File: src/rtl/fp_pkg.sv
package fp_pkg;

    typedef enum logic [1:0] {
        CTR_STRONG_NT = 2'b00,
        CTR_WEAK_NT   = 2'b01,
        CTR_WEAK_T    = 2'b10,
        CTR_STRONG_T  = 2'b11
    } ctr_e;

    // Saturating step of a two-bit direction counter.
    function automatic logic [1:0] ctr_step(input logic [1:0] cur, input logic taken);
        logic [1:0] nxt;
        if (taken) nxt = (cur == CTR_STRONG_T)  ? cur : cur + 2'd1;
        else       nxt = (cur == CTR_STRONG_NT) ? cur : cur - 2'd1;
        return nxt;
    endfunction

endpackage

File: src/rtl/fp_dir_table.sv
module fp_dir_table #(
    parameter int DEPTH = 16,
    localparam int IDX_W = $clog2(DEPTH)
) (
    input  logic             clk,
    input  logic             rst_n,
    input  logic [IDX_W-1:0] rd_idx,
    output logic             rd_taken,
    input  logic             wr_en,
    input  logic [IDX_W-1:0] wr_idx,
    input  logic             wr_taken
);
    import fp_pkg::*;

    typedef struct packed {
        logic [DEPTH-1:0][1:0] ctr;
    } dir_state_t;

    dir_state_t st_d, st_q;
    logic [DEPTH-1:0][1:0] step_d;

    // One saturating stepper per entry.
    for (genvar g = 0; g < DEPTH; g++) begin : g_step
        assign step_d[g] = ctr_step(st_q.ctr[g], wr_taken);
    end

    always_comb begin
        st_d = st_q;
        if (wr_en) st_d.ctr[wr_idx] = step_d[wr_idx];
    end

    always_ff @(posedge clk) begin
        if (!rst_n) st_q.ctr <= {DEPTH{CTR_WEAK_NT}};
        else        st_q     <= st_d;
    end

    assign rd_taken = st_q.ctr[rd_idx][1];

    // no wrap past the top of the counter
    a_r3_sat_high: assert property (@(posedge clk) disable iff (!rst_n)
        wr_en && wr_taken && st_q.ctr[wr_idx] == CTR_STRONG_T
        |=> st_q.ctr[$past(wr_idx)] == CTR_STRONG_T);

    // no wrap past the bottom of the counter
    a_r3_sat_low: assert property (@(posedge clk) disable iff (!rst_n)
        wr_en && !wr_taken && st_q.ctr[wr_idx] == CTR_STRONG_NT
        |=> st_q.ctr[$past(wr_idx)] == CTR_STRONG_NT);

    // a single opposite outcome does not flip a strong prediction
    a_r4_hysteresis: assert property (@(posedge clk) disable iff (!rst_n)
        wr_en && !wr_taken && st_q.ctr[wr_idx] == CTR_STRONG_T
        |=> st_q.ctr[$past(wr_idx)][1]);

endmodule

File: src/rtl/fp_target_buf.sv
module fp_target_buf #(
    parameter int DEPTH  = 16,
    parameter int ADDR_W = 32,
    localparam int IDX_W = $clog2(DEPTH),
    localparam int TAG_W = ADDR_W - 2 - IDX_W
) (
    input  logic              clk,
    input  logic              rst_n,
    input  logic [IDX_W-1:0]  rd_idx,
    input  logic [TAG_W-1:0]  rd_tag,
    output logic              rd_hit,
    output logic [ADDR_W-1:0] rd_target,
    input  logic              wr_en,
    input  logic [IDX_W-1:0]  wr_idx,
    input  logic [TAG_W-1:0]  wr_tag,
    input  logic [ADDR_W-1:0] wr_target
);
    typedef struct packed {
        logic [DEPTH-1:0]             valid;
        logic [DEPTH-1:0][TAG_W-1:0]  tag;
        logic [DEPTH-1:0][ADDR_W-1:0] tgt;
    } tb_state_t;

    tb_state_t st_d, st_q;

    always_comb begin
        st_d = st_q;
        if (wr_en) begin
            st_d.valid[wr_idx] = 1'b1;
            st_d.tag[wr_idx]   = wr_tag;
            st_d.tgt[wr_idx]   = wr_target;
        end
    end

    always_ff @(posedge clk) begin
        if (!rst_n) begin
            st_q.valid <= '0;
            st_q.tag   <= '0;
            st_q.tgt   <= '0;
        end else begin
            st_q <= st_d;
        end
    end

    assign rd_hit    = st_q.valid[rd_idx] && (st_q.tag[rd_idx] == rd_tag);
    assign rd_target = st_q.tgt[rd_idx];

    // an install leaves a valid entry carrying the written tag and target
    a_r6_install: assert property (@(posedge clk) disable iff (!rst_n)
        wr_en |=> st_q.valid[$past(wr_idx)]
              && st_q.tag[$past(wr_idx)] == $past(wr_tag)
              && st_q.tgt[$past(wr_idx)] == $past(wr_target));

    // entries change only when written
    a_r6_quiet: assert property (@(posedge clk) disable iff (!rst_n)
        !wr_en |=> $stable(st_q));

endmodule

File: src/rtl/fetch_predictor.sv
module fetch_predictor #(
    parameter int DEPTH  = 16,
    parameter int ADDR_W = 32,
    localparam int IDX_W = $clog2(DEPTH),
    localparam int TAG_W = ADDR_W - 2 - IDX_W
) (
    input  logic              clk,
    input  logic              rst_n,
    input  logic [ADDR_W-1:0] lk_pc,
    output logic              lk_hit,
    output logic              lk_taken,
    output logic [ADDR_W-1:0] lk_next,
    input  logic              up_valid,
    input  logic [ADDR_W-1:0] up_pc,
    input  logic              up_taken,
    input  logic [ADDR_W-1:0] up_target,
    input  logic              up_pred_taken,
    input  logic [ADDR_W-1:0] up_pred_next,
    output logic              up_mispredict
);
    logic [IDX_W-1:0]  lk_idx, up_idx;
    logic [TAG_W-1:0]  lk_tag, up_tag;
    logic [ADDR_W-1:0] cached_tgt;
    logic              up_pc_unused;

    assign lk_idx       = lk_pc[IDX_W+1:2];
    assign lk_tag       = lk_pc[ADDR_W-1 -: TAG_W];
    assign up_idx       = up_pc[IDX_W+1:2];
    assign up_tag       = up_pc[ADDR_W-1 -: TAG_W];
    assign up_pc_unused = ^up_pc[1:0];

    fp_dir_table #(.DEPTH(DEPTH)) u_dir (
        .clk      (clk),
        .rst_n    (rst_n),
        .rd_idx   (lk_idx),
        .rd_taken (lk_taken),
        .wr_en    (up_valid),
        .wr_idx   (up_idx),
        .wr_taken (up_taken)
    );

    fp_target_buf #(.DEPTH(DEPTH), .ADDR_W(ADDR_W)) u_tgt (
        .clk       (clk),
        .rst_n     (rst_n),
        .rd_idx    (lk_idx),
        .rd_tag    (lk_tag),
        .rd_hit    (lk_hit),
        .rd_target (cached_tgt),
        .wr_en     (up_valid && up_taken),
        .wr_idx    (up_idx),
        .wr_tag    (up_tag),
        .wr_target (up_target)
    );

    always_comb begin
        lk_next = lk_pc + ADDR_W'(4);
        if (lk_hit && lk_taken) lk_next = cached_tgt;
    end

    always_comb begin
        up_mispredict = 1'b0;
        if (up_valid) begin
            if (up_pred_taken != up_taken)                  up_mispredict = 1'b1;
            else if (up_taken && up_pred_next != up_target) up_mispredict = 1'b1;
        end
    end

    // a fully correct prediction never requests a flush
    a_r8_agree: assert property (@(posedge clk) disable iff (!rst_n)
        up_valid && up_pred_taken == up_taken && (!up_taken || up_pred_next == up_target)
        |-> !up_mispredict);

    // fetch leaves the sequential path only on a taken hit
    a_r5_redirect: assert property (@(posedge clk) disable iff (!rst_n)
        lk_next != lk_pc + ADDR_W'(4) |-> lk_hit && lk_taken);

endmodule

File: config.mk
export PLATFORM = sky130hd
export DESIGN_NAME = fetch_predictor
export DESIGN_NICKNAME = d
export VERILOG_FILES = /design/src/rtl/fp_pkg.sv /design/src/rtl/fp_dir_table.sv /design/src/rtl/fp_target_buf.sv /design/src/rtl/fetch_predictor.sv
export SDC_FILE = /design/constraint.sdc
export NUM_CORES = 2
export LEC_CHECK = 0
export BUFFER_PORTS_ARGS = -buffer_cell sky130_fd_sc_hd__buf_2
export CORE_MARGIN = 4
export CORE_UTILIZATION = 30
export CTS_CLUSTER_DIAMETER = 30
export DETAILED_ROUTE_END_ITERATION = 8
export SYNTH_ARGS = -nofsm -noshare
export SYNTH_HDL_FRONTEND = slang
export SYNTH_HIERARCHICAL = 1
export SYNTH_SLANG_ARGS = --single-unit
File: constraint.sdc
create_clock -name clk -period 15.5 [get_ports clk]
set_clock_uncertainty 0.2 [all_clocks]
set_input_delay 3.1 -clock clk [delete_from_list [all_inputs] [get_ports clk]]
set_output_delay 3.1 -clock clk [all_outputs]
set_load 0.02 [all_outputs]
==> impl_metrics.env <==
export IMPL_required_ns=12.20
export IMPL_hold_start="u_tgt/st_q[632]"
export IMPL_hold_viol_final=0
export IMPL_first_pass_iters=5
export IMPL_reg2reg_from="u_dir/st_q[23]"
export IMPL_post_cts_setup_buffers=0
export IMPL_vias=38400
export IMPL_slew_headroom_pct=18.0
export IMPL_grt_pass1_vias=37100
export IMPL_reg2reg_depth=5
export IMPL_ys_flop_type="dfxtp_1"
export IMPL_crit_arrival_ns=8.52
export IMPL_crit_path_start="lk_pc[2]"
export IMPL_final_seq_area_um2=19500
export IMPL_use_met2_pct=32.4
export IMPL_end_kind="output port"
export IMPL_initial_utilization_pct=30.2
export IMPL_path_class="primary input to output port"
export IMPL_wirelength_um=170000
export IMPL_syn_to_final_growth_pct=19.1
export IMPL_pin_count=168
export IMPL_hp_class="flip-flop to flip-flop"
export IMPL_syn_area_um2=46000
export IMPL_regToRegSetupSlack_ns=12.98
export IMPL_path_clk_slew_ns=0.05
export IMPL_maxCapViolCount=0
export IMPL_core_area_um2=152000
export IMPL_drt_initial_drc_count=4117
export IMPL_p_sw_mw=1.73
export IMPL_num_fill_cells=15100
export IMPL_grt_max_degree=291
export IMPL_synth_edf_count=0
export IMPL_post_cts_resized=0
export IMPL_grt_busiest_layer="met2"
export IMPL_syn_area_per_cell_um2=8.84
export IMPL_htree_num_levels=4
export IMPL_pwr_share_clk_pct=59.4
export IMPL_die_area_um2=160000
export IMPL_combPwrFrac_pct=5.3
export IMPL_cp_start_kind="primary input"
export IMPL_worst_slew_pin_slew_ns=1.23
export IMPL_yosys_register_bits=976
export IMPL_async_flop_share_pct=0
export IMPL_drive_above_1_share_pct=16.6
export IMPL_row_count=143
export IMPL_clk_latency_ns=0.80
export IMPL_cts_tree="built"
export IMPL_final_common_cell="nand2_1"
export IMPL_holdPathStages=2
export IMPL_final_cell_mix="1936 x nand2_1, 976 x dfxtp_1, 928 x a21boi_0"
export IMPL_ys_seq_area_share_pct=42.5
export IMPL_dp_slack_ns=3.72
export IMPL_grt_first_pass_wirelength_um=248000
export IMPL_fin_nets=5234
export IMPL_grtUsageMet1_pct=27.9
export IMPL_p_int_mw=5.49
export IMPL_finalSetupViolations=0
export IMPL_cts_buffer_depth=3
export IMPL_die_x_um=400
export IMPL_path_max_fanout=61
export IMPL_min_to="u_tgt/st_q[632]"
export IMPL_die_y_um=400
export IMPL_syn_nets=5338
export IMPL_outcome="finished clean"
export IMPL_drc=0
export IMPL_dpl_hpwl_um=93800
export IMPL_numCtsBuffers=194
export IMPL_ant_nets=0
export IMPL_cts_hold_buffers=0
export IMPL_clockRootBuffer="clkbuf_16"
export IMPL_reg2reg_to="u_dir/st_q[11]"
export IMPL_multi_input_area_um2=24500
export IMPL_sw_frac_of_total_pct=23.9
export IMPL_cts_sinks=976
export IMPL_port_buffer_count=165
export IMPL_fin_crit_sh_pct=76.2
export IMPL_setup_tns_ns=0
export IMPL_routedWlPerCell_um=23.3
export IMPL_powerDensity_nw_per_um2=132
export IMPL_min_period_ns=11.82
export IMPL_seqPwrFrac_pct=35.3
export IMPL_leakagePower_nw=18.1
export IMPL_fin_ws_ns=3.68
export IMPL_ir_worst_vdd_mv=0.118
export IMPL_overflow=0
export IMPL_yosysWarnings=6
export IMPL_antenna_found_initial=25
export IMPL_postSynthCellCount=5204
export IMPL_met3_usage_pct=4.74
export IMPL_rsz0062_at_grt="false"
export IMPL_gp_congestion=0.806
export IMPL_ys_types=61
export IMPL_viasPerCell=5.26
export IMPL_fmax_mhz=84.6
export IMPL_grt_usage_pct=20.7
export IMPL_drv_slew=0
## through the flow
| stage | utilization, % | hold slack [ns] | instance area (um^2) | power (mW) | cells |
|---|---|---|---|---|---|
| floorplan | - | 0.235 | 46000 | 2.84 | 5204 |
| global placement | 31.5 | 0.244 | 48000 | 2.97 | 6934 |
| detailed placement | 31.5 | 0.248 | 48000 | 2.97 | 6934 |
| CTS | 36.0 | 0.262 | 54800 | 7.25 | 7290 |
| global route | 36.0 | 0.270 | 54800 | 7.40 | 7296 |
| finish | 36.0 | 0.261 | 54800 | 7.21 | 7310 |
## final cells by class
class                           instances  area share (%)
Inverter                                5          0.0342
Clock inverter                        114            2.71
Timing Repair Buffer                  226            2.49
Tap cell                             2030            4.63
Sequential cell                       976            35.7
Antenna cell                           20          0.0913
Multi-Input combinational cell       3697            44.7
Clock buffer                          242            9.65
## worst max-delay path, stage by stage
cell       delay [ns]
buf_8            0.51
buf_4            0.56
mux4_1           0.62
mux4_2           0.53
xor2_1           0.20
a31oi_1          0.29
nand3_1          0.12
or4_4            0.56
a2111oi_4        0.58
nand2_4          0.55
a21oi_1          0.52
buf_2            0.25
## kinds of logic after synthesis
kind of cell | count (synthesis) | synth area share (%)
mux | 332 | 14.8
fa+ha+maj | 9 | 0.201
compound gates | 1121 | 17.8
xor+xnor | 93 | 1.77
buf+inv | 531 | 4.73
flops | 976 | 42.5
simple gates | 2142 | 18.2
## metal layers
metal	share of wire, %	up-vias	wire length, um
met5	0.015	-	25
met4	3.1	4	5230
met3	8.8	340	15000
met2	45	1766	76700
met1	43	18900	73300
li1	-	17400	-
## registers in the layout, summed over array words and instances, names as in the netlist
register and count:
u_dir/st_q 32, u_tgt/st_q 944
## power by group through the flow
stage / sequential [mW] / combinational [mW] / clock [mW]
floorplan: 2.59 / 0.246 / 0
global placement: 2.59 / 0.373 / 0
detailed placement: 2.59 / 0.375 / 0
CTS: 2.55 / 0.376 / 4.33
global route: 2.55 / 0.400 / 4.45
finish: 2.55 / 0.379 / 4.29
## cell usage after synthesis (10+ instances only)
| library cell | count | area, um^2 |
|---|---|---|
| a21boi_0 | 928 | 6970 |
| a21oi_1 | 74 | 370 |
| buf_1 | 33 | 124 |
| buf_2 | 34 | 170 |
| buf_4 | 13 | 97.6 |
| clkbuf_1 | 436 | 1640 |
| dfxtp_1 | 976 | 19500 |
| mux2i_1 | 52 | 521 |
| mux4_2 | 267 | 6010 |
| nand2_1 | 1939 | 7280 |
| nand2b_1 | 11 | 68.8 |
| nand3_1 | 26 | 130 |
| nand4_1 | 18 | 113 |
| nor2_1 | 66 | 248 |
| nor2b_1 | 10 | 62.6 |
| nor3_1 | 17 | 85.1 |
| nor4_1 | 16 | 100 |
| o211ai_1 | 16 | 120 |
| o21a_1 | 17 | 128 |
| o21ai_0 | 34 | 170 |
| o21bai_1 | 16 | 120 |
| xnor2_1 | 48 | 420 |
| xor2_1 | 45 | 394 |
## worst max path at each step
stage / endpoint / slack, ns
2_1_floorplan: lk_next[21] / 5.58
3_3_place_gp: lk_next[31] / 3.68
3_5_place_dp: lk_next[27] / 3.72
4_1_cts: lk_next[27] / 3.72
5_1_grt: lk_next[31] / 3.52
6_report: lk_next[16] / 3.68
Note: power is estimated with default switching activity, not from simulation.
